$ cat config.mk
export PLATFORM = sky130hd
export DESIGN_NAME = a1a2_framer
export DESIGN_NICKNAME = d
export VERILOG_FILES = /design/src/rtl/a1a2_framer_pkg.sv /design/src/rtl/framer_rise.sv /design/src/rtl/framer_window.sv /design/src/rtl/framer_search.sv /design/src/rtl/framer_ctrl.sv /design/src/rtl/a1a2_framer.sv
export SDC_FILE = /design/constraint.sdc
export NUM_CORES = 1
export LEC_CHECK = 0
export ABC_AREA = 1
export CORE_MARGIN = 3
export CORE_UTILIZATION = 51
export CTS_CLUSTER_DIAMETER = 40
export DETAILED_ROUTE_END_ITERATION = 10
export MAX_ROUTING_LAYER = met4
export PLACE_DENSITY_LB_ADDON = 0.05
export SLEW_MARGIN = 10
export SYNTH_ARGS = -nofsm -noshare
export SYNTH_HDL_FRONTEND = slang
export SYNTH_SLANG_ARGS = --single-unit
$ cat constraint.sdc
create_clock -name clk_i -period 2.15 [get_ports clk_i]
set_input_delay 0.43 -clock clk_i [delete_from_list [all_inputs] [get_ports clk_i]]
set_output_delay 0.43 -clock clk_i [all_outputs]
set_load 0.01 [all_outputs]
$ cat src/rtl/a1a2_framer_pkg.sv
package a1a2_framer_pkg;
  localparam int unsigned WORD_DEF = 16;
  localparam logic [7:0]  A1_DEF   = 8'hF6;
  localparam logic [7:0]  A2_DEF   = 8'h28;
endpackage

$ cat src/rtl/framer_rise.sv
module framer_rise (
  input  logic clk_i,
  input  logic rst_ni,
  input  logic sig_i,
  output logic rise_o
);
  logic sig_q;
  always_ff @(posedge clk_i or negedge rst_ni)
    if (!rst_ni) sig_q <= 1'b0;
    else         sig_q <= sig_i;
  assign rise_o = sig_i & ~sig_q;
endmodule

$ cat src/rtl/framer_window.sv
module framer_window #(
  parameter int unsigned WORD_W = 16,
  parameter int unsigned DEPTH  = 3,
  localparam int unsigned WIN_W = WORD_W * DEPTH
) (
  input  logic              clk_i,
  input  logic              rst_ni,
  input  logic [WORD_W-1:0] data_i,
  output logic [WIN_W-1:0]  win_o
);
  logic [WORD_W-1:0] stage_q [DEPTH];

  always_ff @(posedge clk_i or negedge rst_ni)
    if (!rst_ni) begin
      for (int i = 0; i < DEPTH; i++) stage_q[i] <= '0;
    end else begin
      stage_q[0] <= data_i;
      for (int i = 1; i < DEPTH; i++) stage_q[i] <= stage_q[i-1];
    end

  // oldest word in the top bits
  for (genvar g = 0; g < DEPTH; g++) begin : g_win
    assign win_o[g*WORD_W +: WORD_W] = stage_q[g];
  end
endmodule

$ cat src/rtl/framer_search.sv
module framer_search #(
  parameter int unsigned WORD_W = 16,
  parameter logic [WORD_W/2-1:0] A1 = 8'hF6,
  parameter logic [WORD_W/2-1:0] A2 = 8'h28,
  localparam int unsigned PAT_W = 2 * WORD_W,
  localparam int unsigned WIN_W = 3 * WORD_W,
  localparam int unsigned OFF_W = $clog2(WORD_W)
) (
  input  logic [WIN_W-1:0] win_i,
  output logic             hit_o,
  output logic [OFF_W-1:0] pos_o
);
  localparam logic [PAT_W-1:0] PAT = {A1, A1, A2, A2};

  logic [WORD_W-1:0] match;
  for (genvar p = 0; p < WORD_W; p++) begin : g_cmp
    assign match[p] = (win_i[WIN_W-1-p -: PAT_W] == PAT);
  end

  // lowest offset = earliest arriving
  always_comb begin
    pos_o = '0;
    for (int p = WORD_W - 1; p >= 0; p--)
      if (match[p]) pos_o = OFF_W'(p);
  end
  assign hit_o = |match;
endmodule

$ cat src/rtl/framer_ctrl.sv
module framer_ctrl #(
  parameter int unsigned WORD_W = 16,
  localparam int unsigned OFF_W = $clog2(WORD_W)
) (
  input  logic             clk_i,
  input  logic             rst_ni,
  input  logic             en_i,
  input  logic             oof_rise_i,
  input  logic             hit_i,
  input  logic [OFF_W-1:0] pos_i,
  output logic [OFF_W-1:0] sel_o,
  output logic             frame_o,
  output logic             lock_o
);
  logic             hunt_q;
  logic [OFF_W-1:0] off_q;
  logic             take;

  assign take  = en_i & ~oof_rise_i & hunt_q & hit_i;
  assign sel_o = take ? pos_i : off_q;

  always_ff @(posedge clk_i or negedge rst_ni)
    if (!rst_ni) begin
      hunt_q  <= 1'b0;
      off_q   <= '0;
      frame_o <= 1'b0;
      lock_o  <= 1'b0;
    end else begin
      frame_o <= 1'b0;
      if (!en_i) begin
        hunt_q <= 1'b0;          // abandon, keep alignment
      end else if (oof_rise_i) begin
        hunt_q <= 1'b1;
        lock_o <= 1'b0;
      end else if (take) begin
        hunt_q  <= 1'b0;
        off_q   <= pos_i;
        lock_o  <= 1'b1;
        frame_o <= 1'b1;
      end
    end
endmodule

$ cat src/rtl/a1a2_framer.sv
module a1a2_framer
  import a1a2_framer_pkg::*;
#(
  parameter int unsigned WORD_W = WORD_DEF,
  parameter logic [WORD_W/2-1:0] A1 = A1_DEF,
  parameter logic [WORD_W/2-1:0] A2 = A2_DEF,
  localparam int unsigned PAT_W = 2 * WORD_W,
  localparam int unsigned WIN_W = 3 * WORD_W,
  localparam int unsigned OFF_W = $clog2(WORD_W)
) (
  input  logic              clk_i,
  input  logic              rst_ni,
  input  logic [WORD_W-1:0] data_i,
  input  logic              frm_en_i,
  input  logic              oof_i,
  output logic [WORD_W-1:0] data_o,
  output logic              frame_o,
  output logic              lock_o
);
  logic [WIN_W-1:0] win;
  logic             oof_rise;
  logic             hit;
  logic [OFF_W-1:0] pos;
  logic [OFF_W-1:0] sel;

  framer_rise u_rise (
    .clk_i (clk_i), .rst_ni (rst_ni), .sig_i (oof_i), .rise_o (oof_rise)
  );

  framer_window #(.WORD_W(WORD_W), .DEPTH(3)) u_win (
    .clk_i (clk_i), .rst_ni (rst_ni), .data_i (data_i), .win_o (win)
  );

  framer_search #(.WORD_W(WORD_W), .A1(A1), .A2(A2)) u_search (
    .win_i (win), .hit_o (hit), .pos_o (pos)
  );

  framer_ctrl #(.WORD_W(WORD_W)) u_ctrl (
    .clk_i      (clk_i),
    .rst_ni     (rst_ni),
    .en_i       (frm_en_i),
    .oof_rise_i (oof_rise),
    .hit_i      (hit),
    .pos_i      (pos),
    .sel_o      (sel),
    .frame_o    (frame_o),
    .lock_o     (lock_o)
  );

  // first A2 byte lands in the upper half of the word
  always_ff @(posedge clk_i or negedge rst_ni)
    if (!rst_ni) data_o <= '0;
    else         data_o <= win[PAT_W-1-sel -: WORD_W];
endmodule

==> metrics.md, run 1 <==
| Metric | Value |
|---|---|
| Root Buffer Master | `sky130_fd_sc_hd__clkbuf_8` |
| Aggregate global routing overflow | `5` |
| Final weighted congestion in routability-driven placement | `1.137` |
| Share of the yosys chip area belonging to registers | `32.02%` |
| Synthesis warning total | `0` |
| Most area-consuming cells after synthesis | `sky130_fd_sc_hd__dfrtp_1 (32%), sky130_fd_sc_hd__nand3_1 (19%), sky130_fd_sc_hd__nand2_1 (16%)` |
| Worst endpoint left by the global-route repair_timing run | `data_o[14]$_DFF_PN0_/D` |
| Horizontal die dimension | `111.0 um` |
| Cell row count | `37` |
| Netlist area before placement | `5627 sq um` |
| Post-synthesis area per instance | `5.979 sq um` |
| Largest area contributor in the netlist | `sky130_fd_sc_hd__dfrtp_1` |
| Stage where the flow stopped | `5_1_grt` |
| Initial Utilization | `53.54%` |
| Pin count of the biggest net entering global routing | `73` |
| Y dimension of the die | `111.0 um` |
| Synth Flop Type | `sky130_fd_sc_hd__dfrtp_1` |
| Cell Area, Placed | `7402 sq um` |
| EDFF count, synth | `0` |
| Status | `aborted with a tool error` |
| Maximum root-to-sink buffer count | `2` |
| Number of buffers created by CTS | `9` |
| Hpwl dp | `19.06 mm` |
| Count of distinct cell types in the synthesized netlist | `22` |
| Total I/O pin count | `38` |
| Count of state elements after synthesis | `72` |
| Error text reported by the tool | `[ERROR GRT-0232] Routing congestion too high. Check the congestion heatmap in the GUI.` |
| Clk sink count | `72` |
| H-tree depth | `3` |
| Share of synthesized flip-flops with an asynchronous set or reset | `100.0%` |
| IO buf count | `37` |
| Net count after synthesis | `961` |
| Worst_ep kind | `sequential cell input` |
| Number of instances in the synthesized netlist | `941` |
| Total GRT Usage | `64.71%` |
| Top cell type's share of synthesized area | `32.02%` |
[logic make-up after synthesis]
logic type,after synthesis,share of synthesized area [%]
flip-flops,72,32.02
AND/OR/NAND/NOR,727,56.79
AO/OA/AOI/OAI,2,0.2446
buffers and inverters,140,10.94
[metal layers]
metal | GRT overflow | global-route usage, %
met5 | - | -
met4 | 1 | 56.12
met3 | 0 | 48.14
met2 | 4 | 80.83
met1 | 0 | 65.08
[synth_stat cells (6+ instances only)]
cell and count:
sky130_fd_sc_hd__nand3_1 209, sky130_fd_sc_hd__buf_6 6, sky130_fd_sc_hd__inv_2 12, sky130_fd_sc_hd__nand2_1 242
sky130_fd_sc_hd__inv_1 97, sky130_fd_sc_hd__nor3_1 20, sky130_fd_sc_hd__dfrtp_1 72, sky130_fd_sc_hd__nor2_1 199
sky130_fd_sc_hd__nand4_1 30, sky130_fd_sc_hd__nand2_2 13, sky130_fd_sc_hd__buf_2 18
[per-stage QoR]
step                  TNS (ns)  hold slack (ns)  worst slack [ns]  utilization [%]  instances
detailed placement      -11.23           0.3450           -0.6955            70.44       1261
CTS                     -6.367           0.2068           -0.4255            80.50       1307
floorplan           -0.0001712           0.1344        -0.0001712                -        941
global placement        -9.864           0.3363           -0.6300            70.44       1261
[what timing repair did]
item	CTS
endpoints found under the setup margin	22
pin swaps	23
hold buffers	0
resized for setup	148
buffers inserted	25
gates cloned	7
==> run 2, diff against run 1 <==
- CORE_UTILIZATION: 51 -> 36
- CTS_CLUSTER_DIAMETER: 40 -> unset
- MAX_ROUTING_LAYER: met4 -> unset
- PLACE_DENSITY_LB_ADDON: 0.05 -> 0.15
- clock period: 2.15 -> 2.8 ns (I/O delays scaled with it)
==> run 2 against run 1 <==
The run now ends clean. Area after synthesis did not move. Synthesized cell count did not move.
==> metrics.md, run 2 <==
| Metric | Value |
|---|---|
| Mux share of post-synthesis cell area | `0% (unchanged)` |
| Routed wire per std cell | `18.26 um` |
| Transition time at the pin with the least slew margin | `0.9367 ns` |
| Max FFs per register | `48` |
| Share of cells above drive strength 1 | `25.49%` |
| Total number of vias | `6877` |
| Clock skew | `0.008155 ns` |
| Commonest non-fill, non-tap cell in the layout | `sky130_fd_sc_hd__nand2_1` |
| Aggregate global routing overflow | `0` |
| Via count of the first global-routing pass | `6236` |
| Leak Pwr | `3.522 nW` |
| Worst-Skew Late Latency | `0.35 ns` |
| Detailed Route Iter0 Violations | `1027` |
| Share of synthesized flip-flops with an asynchronous set or reset | `100.0% (unchanged)` |
| Worst slew margin | `37.55%` |
| Die Outline Area | `17170 sq um` |
| XOR/XNOR Fraction of Synth Area | `0% (unchanged)` |
| Number of buffers created by CTS | `9 (unchanged)` |
| Fmax achieved | `360.9 MHz` |
| IO buf count | `37 (unchanged)` |
| Cell Area, Placed | `6758 sq um (-8.7%)` |
| Post-synthesis area per instance | `5.979 sq um (unchanged)` |
| Type of element capturing the critical path | `flop` |
| Pin count of the biggest net entering global routing | `73` |
| Number of instances in the synthesized netlist | `941 (unchanged)` |
| Top cell type's share of synthesized area | `32.02% (unchanged)` |
| Net count after synthesis | `961 (unchanged)` |
| Horizontal die dimension | `131.0 um (+18%)` |
| Most area-consuming cells after synthesis | `sky130_fd_sc_hd__dfrtp_1 (32%), sky130_fd_sc_hd__nand3_1 (19%), sky130_fd_sc_hd__nand2_1 (16%)` |
| Initial DRT Pass Iterations | `6` |
| Maximum fanout along the worst path | `8` |
| Clock transition at the registers of the reported paths | `0.06 ns` |
| EDFF count, synth | `0 (unchanged)` |
| Count of distinct cell types in the synthesized netlist | `22 (unchanged)` |
| Synthesis warning total | `0 (unchanged)` |
| Post-synthesis simple-gate area fraction | `56.79% (unchanged)` |
| Total GRT Usage | `27.09%` |
| Status | `complete, no violations` |
| Cell Pwr Density | `360.3 nW/um^2` |
| Synthesis-to-finish area growth | `35.98%` |
| Routed length on met3 | `2.334 mm` |
| Antenna violations before repair | `0` |
| Y dimension of the die | `131.0 um (+18%)` |
| Top layer in use | `met4` |
| Root Buffer Master | `sky130_fd_sc_hd__clkbuf_16` |
| Cell with the most instances after synthesis | `sky130_fd_sc_hd__nand2_1` |
| Slew Viols, Final | `0` |
| Crit path required time | `3.03 ns` |
| Setup violators final | `0` |
| Startpoint Class | `flop` |
| Maximum root-to-sink buffer count | `2 (unchanged)` |
| Unrepaired setup endpoints after global routing | `yes` |
| Routed vias/inst | `5.398` |
| Post-CTS Hold Fix Bufs | `0 (unchanged)` |
| Post-route antenna net violation count | `0` |
| Cell row count | `45 (+22%)` |
| Worst min-delay path class | `primary input to asynchronous set/reset pin` |
| Share of the yosys chip area belonging to registers | `32.02% (unchanged)` |
| Critical path type | `flop to flop` |
| Final Core Density | `50.14%` |
| Wire length of the first global-routing pass | `34.82 mm` |
| Netlist area before placement | `5627 sq um (unchanged)` |
| Total Nets Final | `1078` |
| Residual DRC | `0` |
| Most numerous cell types in the synthesized netlist | `sky130_fd_sc_hd__nand2_1 (242), sky130_fd_sc_hd__nand3_1 (209), sky130_fd_sc_hd__nor2_1 (199)` |
| Main combinational cell family by area after synthesis | `simple AND/OR/NAND/NOR gates` |
| Initial Utilization | `36.88% (-17 points)` |
| Highest ir drop seen on vdd | `276.6 uV` |
| Final worst-path cycle share | `98.97%` |
| Compound-gate portion of the synthesized area | `0.2446% (unchanged)` |
| Count of state elements after synthesis | `72 (unchanged)` |
| CTS tree | `built` |
| Final Hold Vio Count | `0` |
| Total I/O pin count | `38 (unchanged)` |
| Finished Cell Area | `7651 sq um` |
| Met2 Wirelength | `10.22 mm` |
| Total routed wire length on the met1 layer | `9.799 mm` |
| Most used cells in the layout excluding fill and tap cells | `sky130_fd_sc_hd__nand2_1 (233), sky130_fd_sc_hd__nand3_1 (176), sky130_fd_sc_hd__nor2_1 (160)` |
| H-tree depth | `3 (unchanged)` |
| Number of max-cap violations | `0` |
| Routed wire length | `23.26 mm` |
| Clock period minus final worst setup slack | `2.771 ns` |
| Clk sink count | `72 (unchanged)` |
| Largest area contributor in the netlist | `sky130_fd_sc_hd__dfrtp_1` |
| Core Area | `15260 sq um` |
| Synth Flop Type | `sky130_fd_sc_hd__dfrtp_1` |
| Number of inserted diodes | `0` |
| Critical path arrival | `3.00 ns` |
| Adder-cell area share of the yosys netlist | `0% (unchanged)` |
| Final weighted congestion in routability-driven placement | `1.026 (-9.8%)` |
| Hpwl dp | `17.42 mm (-8.6%)` |
run 2: report_power, final:
| group | total [mW] | leakage, nW | switching [mW] | internal (mW) |
|---|---|---|---|---|
| registers | 1.16 | 0.820 | 0.0698 | 1.09 |
| clock network | 1.13 | 0.144 | 0.495 | 0.635 |
| logic | 0.464 | 2.56 | 0.283 | 0.181 |
run 2: worst max-delay path, stage by stage, from the launching register on:
cell	delay, ns
sky130_fd_sc_hd__dfrtp_2	0.50
sky130_fd_sc_hd__nand2_1	0.20
sky130_fd_sc_hd__inv_1	0.15
sky130_fd_sc_hd__nand2_1	0.11
sky130_fd_sc_hd__nor3_1	0.27
sky130_fd_sc_hd__nand2_1	0.08
sky130_fd_sc_hd__nand2_1	0.08
sky130_fd_sc_hd__nor2_1	0.08
sky130_fd_sc_hd__nand2_1	0.13
sky130_fd_sc_hd__nand2_1	0.11
sky130_fd_sc_hd__nand2_2	0.13
sky130_fd_sc_hd__inv_1	0.06
sky130_fd_sc_hd__nand2_1	0.09
sky130_fd_sc_hd__nand2_4	0.10
sky130_fd_sc_hd__buf_12	0.16
sky130_fd_sc_hd__nand3_1	0.13
sky130_fd_sc_hd__nand3_2	0.10
sky130_fd_sc_hd__nand3_1	0.10
sky130_fd_sc_hd__nand2_1	0.08
run 2: cell type report:
type	count	area [sq um]
fillers	1607	7607
clock inverters	6	48.80
inverters	111	422.9
flip-flops and latches	72	1832
repair buffers	135	1281
well taps	211	264.0
clock buffers	10	239.0
multi-input cells	729	3563
run 2: repair_timing:
action | in CTS | in global routing
cloned | 0 | 3
pin swaps | 0 | 15
setup endpoints to repair | 13 | 16
resized for setup | 1 | 129
buffers inserted | 0 | 17
run 2: kinds of logic (layout without fill, tap and decap cells):
logic type,Yosys count,in the layout
AOI/OAI and AO/OA,2,2
buffers and inverters,140,262
and+or+nand+nor,727,727
DFF,72,72
run 2: metrics by stage:
stage                     std cells  worst slack, ns  power [mW]  setup TNS [ns]  hold WS [ns]
after floorplan                 941           0.6111       1.352               0        0.2644
after global placement         1238         -0.09360       1.591         -0.4317        0.3317
after detailed placement       1238         -0.05888       1.586         -0.2179        0.3387
after CTS                      1254         0.005072       2.725               0        0.3531
after global routing           1274         -0.04604       2.870         -0.3525        0.3813
final                          1274          0.02891       2.756               0        0.3513
run 2: routing by layer:
metal	global-route usage [%]	vias up
met1	37.51	3122
met4	10.65	0
met3	5.935	81
li1	-	3251
met2	41.19	423
met5	0	-
run 2: worst paths after layout:
path,startpoint,end,slack (ns),cells past startpoint
min,rst_ni,u_rise.sig_q,0.35,1
max,u_win.win_o[25],data_o[5],0.03,18
min reg2reg,u_win.win_o[0],u_win.win_o[16],0.35,0
max reg2reg,u_win.win_o[25],data_o[5],0.03,18
max in group asynchronous,rst_ni,u_win.win_o[12],1.77,1
min in group clk_i,u_win.win_o[0],u_win.win_o[16],0.35,0
Note: power is estimated with default switching activity, not from simulation.
